### src/rtl/exc_pc_capture.sv
module exc_pc_capture #(
  parameter int AW = 32,
  parameter int CW = 4,
  parameter logic [CW-1:0] SYSCALL_CODE = 4'hB,
  parameter int STEP = 4
) (
  input  logic          clk,
  input  logic          rst_n,
  input  logic          take_i,
  input  logic [AW-1:0] pc_i,
  input  logic          in_slot_i,
  input  logic [CW-1:0] cause_i,
  input  logic          sw_wr_i,
  input  logic [AW-1:0] sw_data_i,
  output logic [AW-1:0] epc_o,
  output logic          slot_exc_o,
  output logic          slot_flag_o
);

  localparam logic [AW-1:0] STEP_V = AW'(STEP);

  logic          is_sys;
  logic [AW-1:0] back_pc;
  logic [AW-1:0] next_epc;

  assign is_sys      = (cause_i == SYSCALL_CODE);
  assign back_pc     = in_slot_i ? pc_i - STEP_V : pc_i;
  assign next_epc    = is_sys ? back_pc + STEP_V : back_pc;
  assign slot_flag_o = take_i ? 1'b0 : in_slot_i;

  always_ff @(posedge clk) begin
    if (!rst_n) begin
      epc_o      <= '0;
      slot_exc_o <= 1'b0;
    end else if (take_i) begin
      epc_o      <= next_epc;
      slot_exc_o <= in_slot_i;
    end else if (sw_wr_i) begin
      epc_o      <= sw_data_i;
    end
  end

  // reset values
  a_r1_reset: assert property (@(posedge clk) !rst_n |=> (epc_o == '0 && !slot_exc_o));

  // plain exception saves the faulting PC
  a_r2_plain: assert property (@(posedge clk) disable iff (!rst_n)
    (take_i && !in_slot_i && cause_i != SYSCALL_CODE) |=> epc_o == $past(pc_i));

  // delay-slot exception points back at the branch
  a_r3_slot: assert property (@(posedge clk) disable iff (!rst_n)
    (take_i && in_slot_i && cause_i != SYSCALL_CODE) |=> (epc_o == $past(pc_i) - STEP_V && slot_exc_o));

  // system call resumes after the call
  a_r4_sys: assert property (@(posedge clk) disable iff (!rst_n)
    (take_i && !in_slot_i && cause_i == SYSCALL_CODE) |=> epc_o == $past(pc_i) + STEP_V);

  // system call in a delay slot saves its own PC
  a_r5_sys_slot: assert property (@(posedge clk) disable iff (!rst_n)
    (take_i && in_slot_i && cause_i == SYSCALL_CODE) |=> epc_o == $past(pc_i));

  // delay-slot flag is cleared while an exception is taken
  always_comb begin
    if (take_i) a_r6_flag_clr: assert (slot_flag_o == 1'b0);
  end

  // state holds between strobes
  a_r8_hold: assert property (@(posedge clk) disable iff (!rst_n)
    (!take_i && !sw_wr_i) |=> ($stable(epc_o) && $stable(slot_exc_o)));

  // non-slot exception clears the status bit
  a_r9_clear: assert property (@(posedge clk) disable iff (!rst_n)
    (take_i && !in_slot_i) |=> !slot_exc_o);

  // a software write loads the saved PC and leaves the status bit alone
  a_r10_swwr: assert property (@(posedge clk) disable iff (!rst_n)
    (!take_i && sw_wr_i) |=> (epc_o == $past(sw_data_i) && $stable(slot_exc_o)));

endmodule

### config.mk
export PLATFORM = sky130hd
export DESIGN_NAME = exc_pc_capture
export DESIGN_NICKNAME = d
export VERILOG_FILES = /design/src/rtl/exc_pc_capture.sv
export SDC_FILE = /design/constraint.sdc
export NUM_CORES = 1
export LEC_CHECK = 0
export ABC_CLOCK_PERIOD_IN_PS = 3800
export BUFFER_PORTS_ARGS = -buffer_cell sky130_fd_sc_hd__clkbuf_2
export CORE_MARGIN = 10
export CORE_UTILIZATION = 35
export CTS_BUF_LIST = sky130_fd_sc_hd__clkbuf_4
export DETAILED_ROUTE_END_ITERATION = 8
export MAX_ROUTING_LAYER = met4
export PLACE_DENSITY = 0.67
export SYNTH_ARGS = -nofsm -noshare
export SYNTH_HDL_FRONTEND = slang
export SYNTH_SLANG_ARGS = --single-unit
### constraint.sdc
create_clock -name clk -period 3.8 [get_ports clk]
set_input_delay 0.57 -clock clk [delete_from_list [all_inputs] [get_ports clk]]
set_output_delay 0.57 -clock clk [all_outputs]
set_load 0.01 [all_outputs]
==> flow_summary.yaml, run 1 <==
outcome:
  status: "finished, final reports clean"
clock_tree:
  numCtsBuffers: 5
  clock_path_buffers: 2
  clk-insertion-delay-late_ns: 0.33
  htreeDepth: 2
  clk_pin_slew_worst_paths_ns: 0.11
  cts_resized: 0
  cts_tree: "done"
  cts_sinks: 33
  cts_hold_buf: 0
  cts_setup_buffers: 0
  cts_root_buf: "clkbuf_4"
pwr:
  power_per_cell_area_mw_per_mm2: 215
  internal-power_uw: 561
  seq_power_share: 0.446
  ir_drop_mv: 0.106
  power.share.clock: 0.216
  switching_share: 0.351
  pwr-share-comb: 0.338
  power.leakage_nw: 1.60
  p_switching_uw: 303
  p_total_uw: 864
layout:
  fin_area_mm2: 0.00403
  fin_cells: 647
  utilization: 0.432
  area_growth_pct: 19.3
  layout.nets: 591
  layout-drive-gt1-share: 0.296
  fillers: 968
worst_setup_path:
  path_class: "in -> reg"
  crit_fanout: 9
  cp.arrival_ns: 3.54
  cp.required_ns: 4.04
  end_kind: "register"
  start_kind: "input port"
placed_design:
  placed_area_mm2: 0.00398
  port_buffers: 106
  dp_hpwl_mm: 9.15
  dp_slack_ns: 0.182
  gp_congestion: 1.02
  dp_cells: 638
floorplanning:
  start_util: 0.362
  io_pins: 107
  die_y_um: 118
  std_cell_rows: 35
  die-width_um: 118
  dieArea_mm2: 0.0140
  core_area_mm2: 0.00933
detailed_routing:
  wl_per_cell_um: 17.4
  wl_met1_mm: 5.46
  drt_iter0_markers: 293
  drtPass1Iterations: 5
  ant_nets: 0
  wl_met3_um: 649
  dr.max_layer_used: "met4"
  met2WireLength_mm: 5.00
  finalWirelength_mm: 11.2
  avgViaCountPerCell: 5.65
  vias: 3653
  drc_errors: 0
synthesis:
  syn-instance-count: 428
  synth_seq_area_share: 0.196
  synth.area.top_cells: "dfxtp_1 20%, a211oi_1 6.0%, xnor2_1 4.9%"
  avgSynthCellArea_um2: 7.89
  synthArstFlopShare: 0
  synth_edf_count: 0
  ys_warn_count: 0
  synth_area_mm2: 0.00338
  synthFlopType: "dfxtp_1"
  synth_top_cell_by_area: "dfxtp_1"
  ys_ff_latch: 33
  ys_types: 75
  syn-num-nets: 503
  netlist.area_leader.share: 0.196
timing:
  worst_pin_slew_ns: 0.996
  post-route-period-util: 0.869
  relSlewSlack: 0.336
  finalWorstSetupSlack_ns: 0.497
  setup_viol: 0
  timing.final.crit_period_ns: 3.30
  hold_viol_final: 0
  rsz0062_at_grt: "no"
  drv_slew: 0
  max_freq_ghz: 0.303
  tns_ns: 0
  finClkSkew_ns: 0
  hold_slack_ns: 0.459
grt:
  grt_overflow: 0
  grt_pass1_wl_mm: 18.2
  grt_max_degree: 45
  grtUsageTotal: 0.156
  grt_pass1_vias: 3529
  antenna_found_initial: 1
worst_hold_path:
  hp-class: "in -> reg"
run:
  maxCapViolations: 0
worst max-delay path, stage by stage:
cell and delay (ns):
clkbuf_2 0.16, inv_1 0.08, ha_1 0.30, and4bb_1 0.30
nand4_1 0.24, nor4_1 0.45, a31oi_2 0.14, or4_1 0.65
o311a_1 0.40, a2111oi_2 0.26
final timing paths:
kind / from / end / slack (ns) / cells after the start
hold / removal: pc_i[0] / epc_o[0]$_SDFFE_PN0P_ / 0.46 / 3
setup reg to reg: epc_o[29]$_SDFFE_PN0P_ / epc_o[29]$_SDFFE_PN0P_ / 2.73 / 3
setup / recovery: pc_i[2] / epc_o[27]$_SDFFE_PN0P_ / 0.50 / 10
hold reg to reg: slot_exc_o$_SDFFE_PN0P_ / slot_exc_o$_SDFFE_PN0P_ / 0.53 / 2
cell usage after synthesis, drive strengths merged, types with 10 or more instances:
| cell | instances |
|---|---|
| dfxtp | 33 |
| nor2 | 33 |
| a211oi | 27 |
| nand2 | 26 |
| clkbuf | 20 |
| xnor2 | 19 |
| a21oi | 18 |
| nor4 | 18 |
| mux2i | 17 |
| nor3 | 16 |
| nor2b | 15 |
| o21ai | 15 |
| nand3 | 14 |
| xor2 | 13 |
| and3 | 10 |
| buf | 10 |
| nand4 | 10 |
metal layers:
layer  track usage  up-vias
met5             -        -
met1         0.214     1678
li1              -     1824
met3        0.0181       12
met2         0.238      139
met4        0.0363        0
state kept, by name, indices dropped and copies added, names as in the netlist:
register    count
epc_o          32
slot_exc_o      1
placed cells by master, fill, tap and decap left out, types with 7 or more instances in the layout:
cell / synthesis / layout
a211oi_1: 27 / 27
a21oi_1: 18 / 18
and3_1: 9 / 9
clkbuf_2: 1 / 106
dfxtp_1: 33 / 33
inv_1: 7 / 7
mux2_2: 7 / 7
mux2i_1: 16 / 16
nand2_1: 26 / 26
nand3_1: 14 / 14
nand4_1: 9 / 9
nor2_1: 33 / 33
nor2b_1: 15 / 15
nor3_1: 12 / 12
nor4_1: 12 / 12
o21ai_0: 15 / 15
or3_1: 7 / 7
xnor2_1: 19 / 19
xor2_1: 13 / 13
power groups by stage:
stage	registers [mW]	clock network (mW)	logic, mW
after detailed placement	0.393	0	0.291
after global routing	0.388	0.204	0.322
after CTS	0.386	0.193	0.292
after floorplan	0.405	0	0.161
after global placement	0.392	0	0.287
final	0.385	0.187	0.292
final cells by class:
class / instances / area [µm²] / area share
Clock inverter: 3 / 12.5 / 0.00311
Inverter: 7 / 26.3 / 0.00652
Timing Repair Buffer: 111 / 568 / 0.141
Sequential cell: 33 / 661 / 0.164
Multi-Input combinational cell: 358 / 2560 / 0.635
Tap cell: 129 / 161 / 0.0401
Clock buffer: 5 / 37.5 / 0.00932
Antenna cell: 1 / 2.50 / 0.000621
cell families (layout without fill, tap and decap cells):
| kind of cell | count (synthesis) | in the layout | share of synthesized area |
|---|---|---|---|
| AOI/OAI and AO/OA | 113 | 113 | 0.249 |
| DFF | 33 | 33 | 0.196 |
| other | 0 | 1 | 0 |
| and+or+nand+nor | 187 | 187 | 0.341 |
| buffers and inverters | 37 | 126 | 0.0463 |
| xor gates and xnor gates | 32 | 32 | 0.0830 |
| muxes | 24 | 24 | 0.0775 |
| adders and majority gates | 2 | 2 | 0.00741 |
Power figures use the tool's default switching activity.
==> inputs of run 2 (changes only) <==
- BUFFER_PORTS_ARGS: -buffer_cell sky130_fd_sc_hd__clkbuf_2 -> -buffer_cell sky130_fd_sc_hd__buf_2
==> run 2 against run 1 <==
Effect of this change: first-iteration DRC count fell by 15%; die area did not move; hold slack improved by 0.013 ns; utilization rose by 0.31 points; combinational power barely moved; setup slack improved by 0.0015 ns; clock skew did not move; final cell count did not move; critical endpoint is now epc_o[24]$_SDFFE_PN0P_; highest routed layer unchanged.
==> flow_summary.yaml, run 2 (synthesis gave the netlist of run 1 again) <==
layout:
  fillers: 955
  layout-drive-gt1-share: 0.298
  utilization: 0.435
  mostFrequentLayoutCells: "106 x buf_2, 33 x nor2_1, 33 x dfxtp_1"
  layout.nets: 591
  fin_cells: 647
  fin_area_mm2: 0.00406
  area_growth_pct: 20.2
  largest_register_ff_count: 32
  layout_commonest_cell: "buf_2"
  regMostFlops: "epc_o"
  reg.largest.list: "epc_o x32, slot_exc_o x1"
timing:
  worst_pin_slew_ns: 0.904
  relSlewSlack: 0.397
  rsz0062_at_grt: "no"
  timing.final.crit_period_ns: 3.30
  finClkSkew_ns: 0
  setup_viol: 0
  tns_ns: 0
  max_freq_ghz: 0.303
  post-route-period-util: 0.869
  drv_slew: 0
  hold_viol_final: 0
worst_setup_path:
  critical_path.most_common_cell: "a21oi_1"
  slowest_delay_ns: 0.56
  cp.arrival_ns: 3.51
  end_kind: "register"
  cp.required_ns: 4.01
  crit_chain: "buf_2 -> inv_1 -> ha_1 -> a21oi_1 -> ha_1 -> inv_1 -> or2_2 -> a21oi_1 -> nand2_1 -> nor4_4 -> a21oi_1 -> a2111oi_0"
  crit_path_top_delay_cell: "nor4_4"
  crit_fanout: 9
  path_class: "in -> reg"
  start_kind: "input port"
floorplanning:
  die_y_um: 118
  dieArea_mm2: 0.0140
  core_area_mm2: 0.00933
  std_cell_rows: 35
  die-width_um: 118
  start_util: 0.362
  io_pins: 107
clock_tree:
  cts_root_buf: "clkbuf_4"
  cts_setup_buffers: 0
  clk_pin_slew_worst_paths_ns: 0.10
  cts_resized: 0
  cts_hold_buf: 0
  clk-insertion-delay-late_ns: 0.32
  clock_path_buffers: 2
  htreeDepth: 2
  numCtsBuffers: 5
  cts_tree: "done"
  cts_sinks: 33
pwr:
  power.leakage_nw: 1.61
  ir_drop_mv: 0.121
  power_per_cell_area_mw_per_mm2: 233
detailed_routing:
  drc_errors: 0
  drtPass1Iterations: 5
  finalWirelength_mm: 11.3
  vias: 3669
  wl_per_cell_um: 17.5
  ant_nets: 0
  avgViaCountPerCell: 5.67
  drt_iter0_markers: 248
placed_design:
  port_buffers: 106
  dp_hpwl_mm: 9.15
  gp_congestion: 0.960
  dp_cells: 638
  placed_area_mm2: 0.00398
run:
  maxCapViolations: 0
worst_hold_path:
  hp-class: "in -> reg"
grt:
  antenna_found_initial: 1
  grt_max_degree: 45
  grt_pass1_vias: 3510
  grt_pass1_wl_mm: 18.0
  grtUsageTotal: 0.155
  grt_overflow: 0
outcome:
  status: "finished, final reports clean"
-- run 2: cell count changes in the layout (fill, tap and decap cells not counted), sizes merged --
cell / change
clkbuf: -105
buf: +106
bufinv: +1
clkinv: -2
-- run 2: final cells by class --
| type | count | area [µm²] | share of cell area |
|---|---|---|---|
| inverter | 7 | 26.3 | 0.00648 |
| timing repair buffer | 111 | 568 | 0.140 |
| sequential | 33 | 661 | 0.163 |
| multi-input combinational | 358 | 2560 | 0.631 |
| antenna | 1 | 2.50 | 0.000617 |
| clock inverter | 2 | 33.8 | 0.00833 |
| clock buffer | 6 | 45.0 | 0.0111 |
| tap | 129 | 161 | 0.0398 |
-- run 2: worst paths after layout --
path,end,cells past startpoint,slack (ns),startpoint
worst max register to register,epc_o[29]$_SDFFE_PN0P_,3,2.74,epc_o[29]$_SDFFE_PN0P_
worst min-delay path,epc_o[0]$_SDFFE_PN0P_,3,0.47,pc_i[0]
worst max-delay path,epc_o[24]$_SDFFE_PN0P_,12,0.50,pc_i[2]
worst min register to register,slot_exc_o$_SDFFE_PN0P_,2,0.51,slot_exc_o$_SDFFE_PN0P_
-- run 2: worst max-delay path, delay by kind of cell --
kind,cells,cell delay [ns]
buffers and inverters,3,0.27
and+or+nand+nor,3,1.09
adders and majority gates,2,0.51
AOI/OAI and AO/OA,4,1.06
-- run 2: metrics by stage --
step | hold WS (ns) | setup WS [ns] | power [mW]
finish | 0.472 | 0.499 | 0.944
CTS | 0.462 | 0.553 | 0.948
global placement | 0.475 | 0.338 | 0.678
global route | 0.470 | 0.248 | 0.997
detailed placement | 0.492 | 0.173 | 0.684
floorplan | 0.531 | 0.513 | 0.566
-- run 2: metal layers --
layer | track usage | wire (µm) | vias to the layer above
li1 | - | - | 1833
met1 | 0.216 | 5590 | 1675
met2 | 0.230 | 4980 | 151
met3 | 0.0186 | 608 | 10
met4 | 0.0417 | 135 | 0
met5 | - | 0 | -
-- run 2: where the power goes --
| part | internal [mW] | switching (mW) | total [mW] |
|---|---|---|---|
| clock | 0.144 | 0.123 | 0.267 |
| combinational | 0.122 | 0.171 | 0.293 |
| sequential | 0.372 | 0.0115 | 0.384 |
| total | 0.639 | 0.305 | 0.944 |
==> inputs of run 3 (changes only) <==
- BUFFER_PORTS_ARGS: -buffer_cell sky130_fd_sc_hd__buf_2 -> default
- CELL_PAD_IN_SITES_DETAIL_PLACEMENT: default -> 0
- CELL_PAD_IN_SITES_GLOBAL_PLACEMENT: default -> 1
- DONT_BUFFER_PORTS: default -> 1
- PLACE_DENSITY: 0.67 -> 0.73
==> run 3 against run 2 <==
Effect of this change: sequential cell count did not move; clock-buffer cell count fell by 1; hold slack got worse by 0.11 ns; clock power fell by 33%; die area did not move; via count fell by 13%; final cell count fell by 17%; combinational power fell by 45%; critical endpoint is now epc_o[27]$_SDFFE_PN0P_; largest power group unchanged.
==> flow_summary.yaml, run 3 (synthesis gave the netlist of run 1 again) <==
timing:
  tns_ns: 0
  timing.final.crit_period_ns: 3.18
  hold_viol_final: 0
  drv_slew: 0
  post-route-period-util: 0.837
  finClkSkew_ns: 0
  relSlewSlack: 0.460
  setup_viol: 0
  rsz0062_at_grt: "no"
  worst_pin_slew_ns: 0.809
  max_freq_ghz: 0.315
clock_tree:
  clk_pin_slew_worst_paths_ns: 0.10
  clock_path_buffers: 2
  clk-insertion-delay-late_ns: 0.32
  cts_sinks: 33
  numCtsBuffers: 5
  htreeDepth: 2
  cts_resized: 0
  cts_setup_buffers: 0
  cts_root_buf: "clkbuf_4"
  cts_tree: "done"
  cts_hold_buf: 0
worst_setup_path:
  crit_chain: "inv_1 -> ha_1 -> and4bb_1 -> nand4_1 -> buf_4 -> nor4_1 -> a31oi_2 -> or4_1 -> o311a_1 -> a2111oi_2"
  start_kind: "input port"
  crit_path_top_delay_cell: "or4_1"
  cp.required_ns: 4.02
  crit_fanout: 9
  end_kind: "register"
  path_class: "in -> reg"
  slowest_delay_ns: 0.63
  cp.arrival_ns: 3.40
detailed_routing:
  drtPass1Iterations: 6
  ant_nets: 0
  drt_iter0_markers: 193
  vias: 3194
  wl_per_cell_um: 19.9
  avgViaCountPerCell: 5.93
  drc_errors: 0
  finalWirelength_mm: 10.7
floorplanning:
  core_area_mm2: 0.00933
  die_y_um: 118
  dieArea_mm2: 0.0140
  die-width_um: 118
  start_util: 0.362
  std_cell_rows: 35
  io_pins: 107
layout:
  layout-drive-gt1-share: 0.110
  regMostFlops: "epc_o"
  reg.largest.list: "epc_o x32, slot_exc_o x1"
  area_growth_pct: 3.15
  utilization: 0.373
  layout.nets: 483
  mostFrequentLayoutCells: "33 x nor2_1, 33 x dfxtp_1, 27 x a211oi_1"
  largest_register_ff_count: 32
  fin_cells: 539
grt:
  grt_pass1_wl_mm: 17.1
  grt_max_degree: 55
  antenna_found_initial: 1
  grtUsageTotal: 0.150
  grt_overflow: 0
  grt_pass1_vias: 3029
outcome:
  status: "finished, final reports clean"
placed_design:
  gp_congestion: 0.897
  dp_hpwl_mm: 8.64
  port_buffers: 0
  dp_cells: 530
pwr:
  power_per_cell_area_mw_per_mm2: 214
  ir_drop_mv: 0.0954
  power.leakage_nw: 1.14
worst_hold_path:
  hp-class: "in -> reg"
run:
  maxCapViolations: 0
## run 3: changes by cell type in the layout (fill, tap and decap cells not counted)
cell and delta:
buf_2 -106, buf_4 -2, bufinv_16 -1, clkbuf_4 -1, clkinv_1 +1, clkinv_2 +1
## run 3: per-layer routing
metal / part of all wire / GRT usage / up-vias
met5: 0 / - / -
met4: 0.0069 / 0.0317 / 0
met3: 0.093 / 0.0457 / 4
met2: 0.43 / 0.213 / 110
met1: 0.47 / 0.202 / 1469
li1: - / - / 1611
## run 3: final timing paths
path / slack [ns] / start / cells past startpoint / to
hold reg to reg: 0.61 / slot_exc_o$_SDFFE_PN0P_ / 2 / slot_exc_o$_SDFFE_PN0P_
setup / recovery: 0.62 / pc_i[2] / 10 / epc_o[27]$_SDFFE_PN0P_
setup reg to reg: 2.68 / epc_o[28]$_SDFFE_PN0P_ / 3 / epc_o[28]$_SDFFE_PN0P_
hold / removal: 0.36 / take_i / 1 / epc_o[22]$_SDFFE_PN0P_
## run 3: worst max-delay path, delay by kind of cell
family | cells | cell delay [ns]
and+or+nand+nor | 4 | 1.47
adders and majority gates | 1 | 0.28
AOI/OAI and AO/OA | 3 | 0.79
buffers and inverters | 2 | 0.28
## run 3: layout make-up
type	count	area [µm²]
fillers	1004	5850
multi-input cells	358	2560
flip-flops and latches	33	661
well taps	129	161
clock buffers	5	37.5
inverters	7	26.3
repair buffers	3	22.5
clock inverters	3	12.5
diodes	1	2.50
## run 3: through the flow
stage | total power [mW] | setup WS (ns) | hold slack (ns) | area, µm²
final | 0.745 | 0.620 | 0.358 | 3480
after global routing | 0.796 | 0.365 | 0.321 | 3480
after CTS | 0.758 | 0.643 | 0.305 | 3480
after detailed placement | 0.573 | 0.320 | 0.584 | 3430
after global placement | 0.571 | 0.427 | 0.567 | 3430
after floorplan | 0.566 | 0.513 | 0.531 | 3380
## run 3: report_power, final
| group | switching [mW] | internal (mW) |
|---|---|---|
| sequential | 0.0304 | 0.373 |
| combinational | 0.0827 | 0.0790 |
| clock | 0.113 | 0.0669 |
| total | 0.226 | 0.518 |
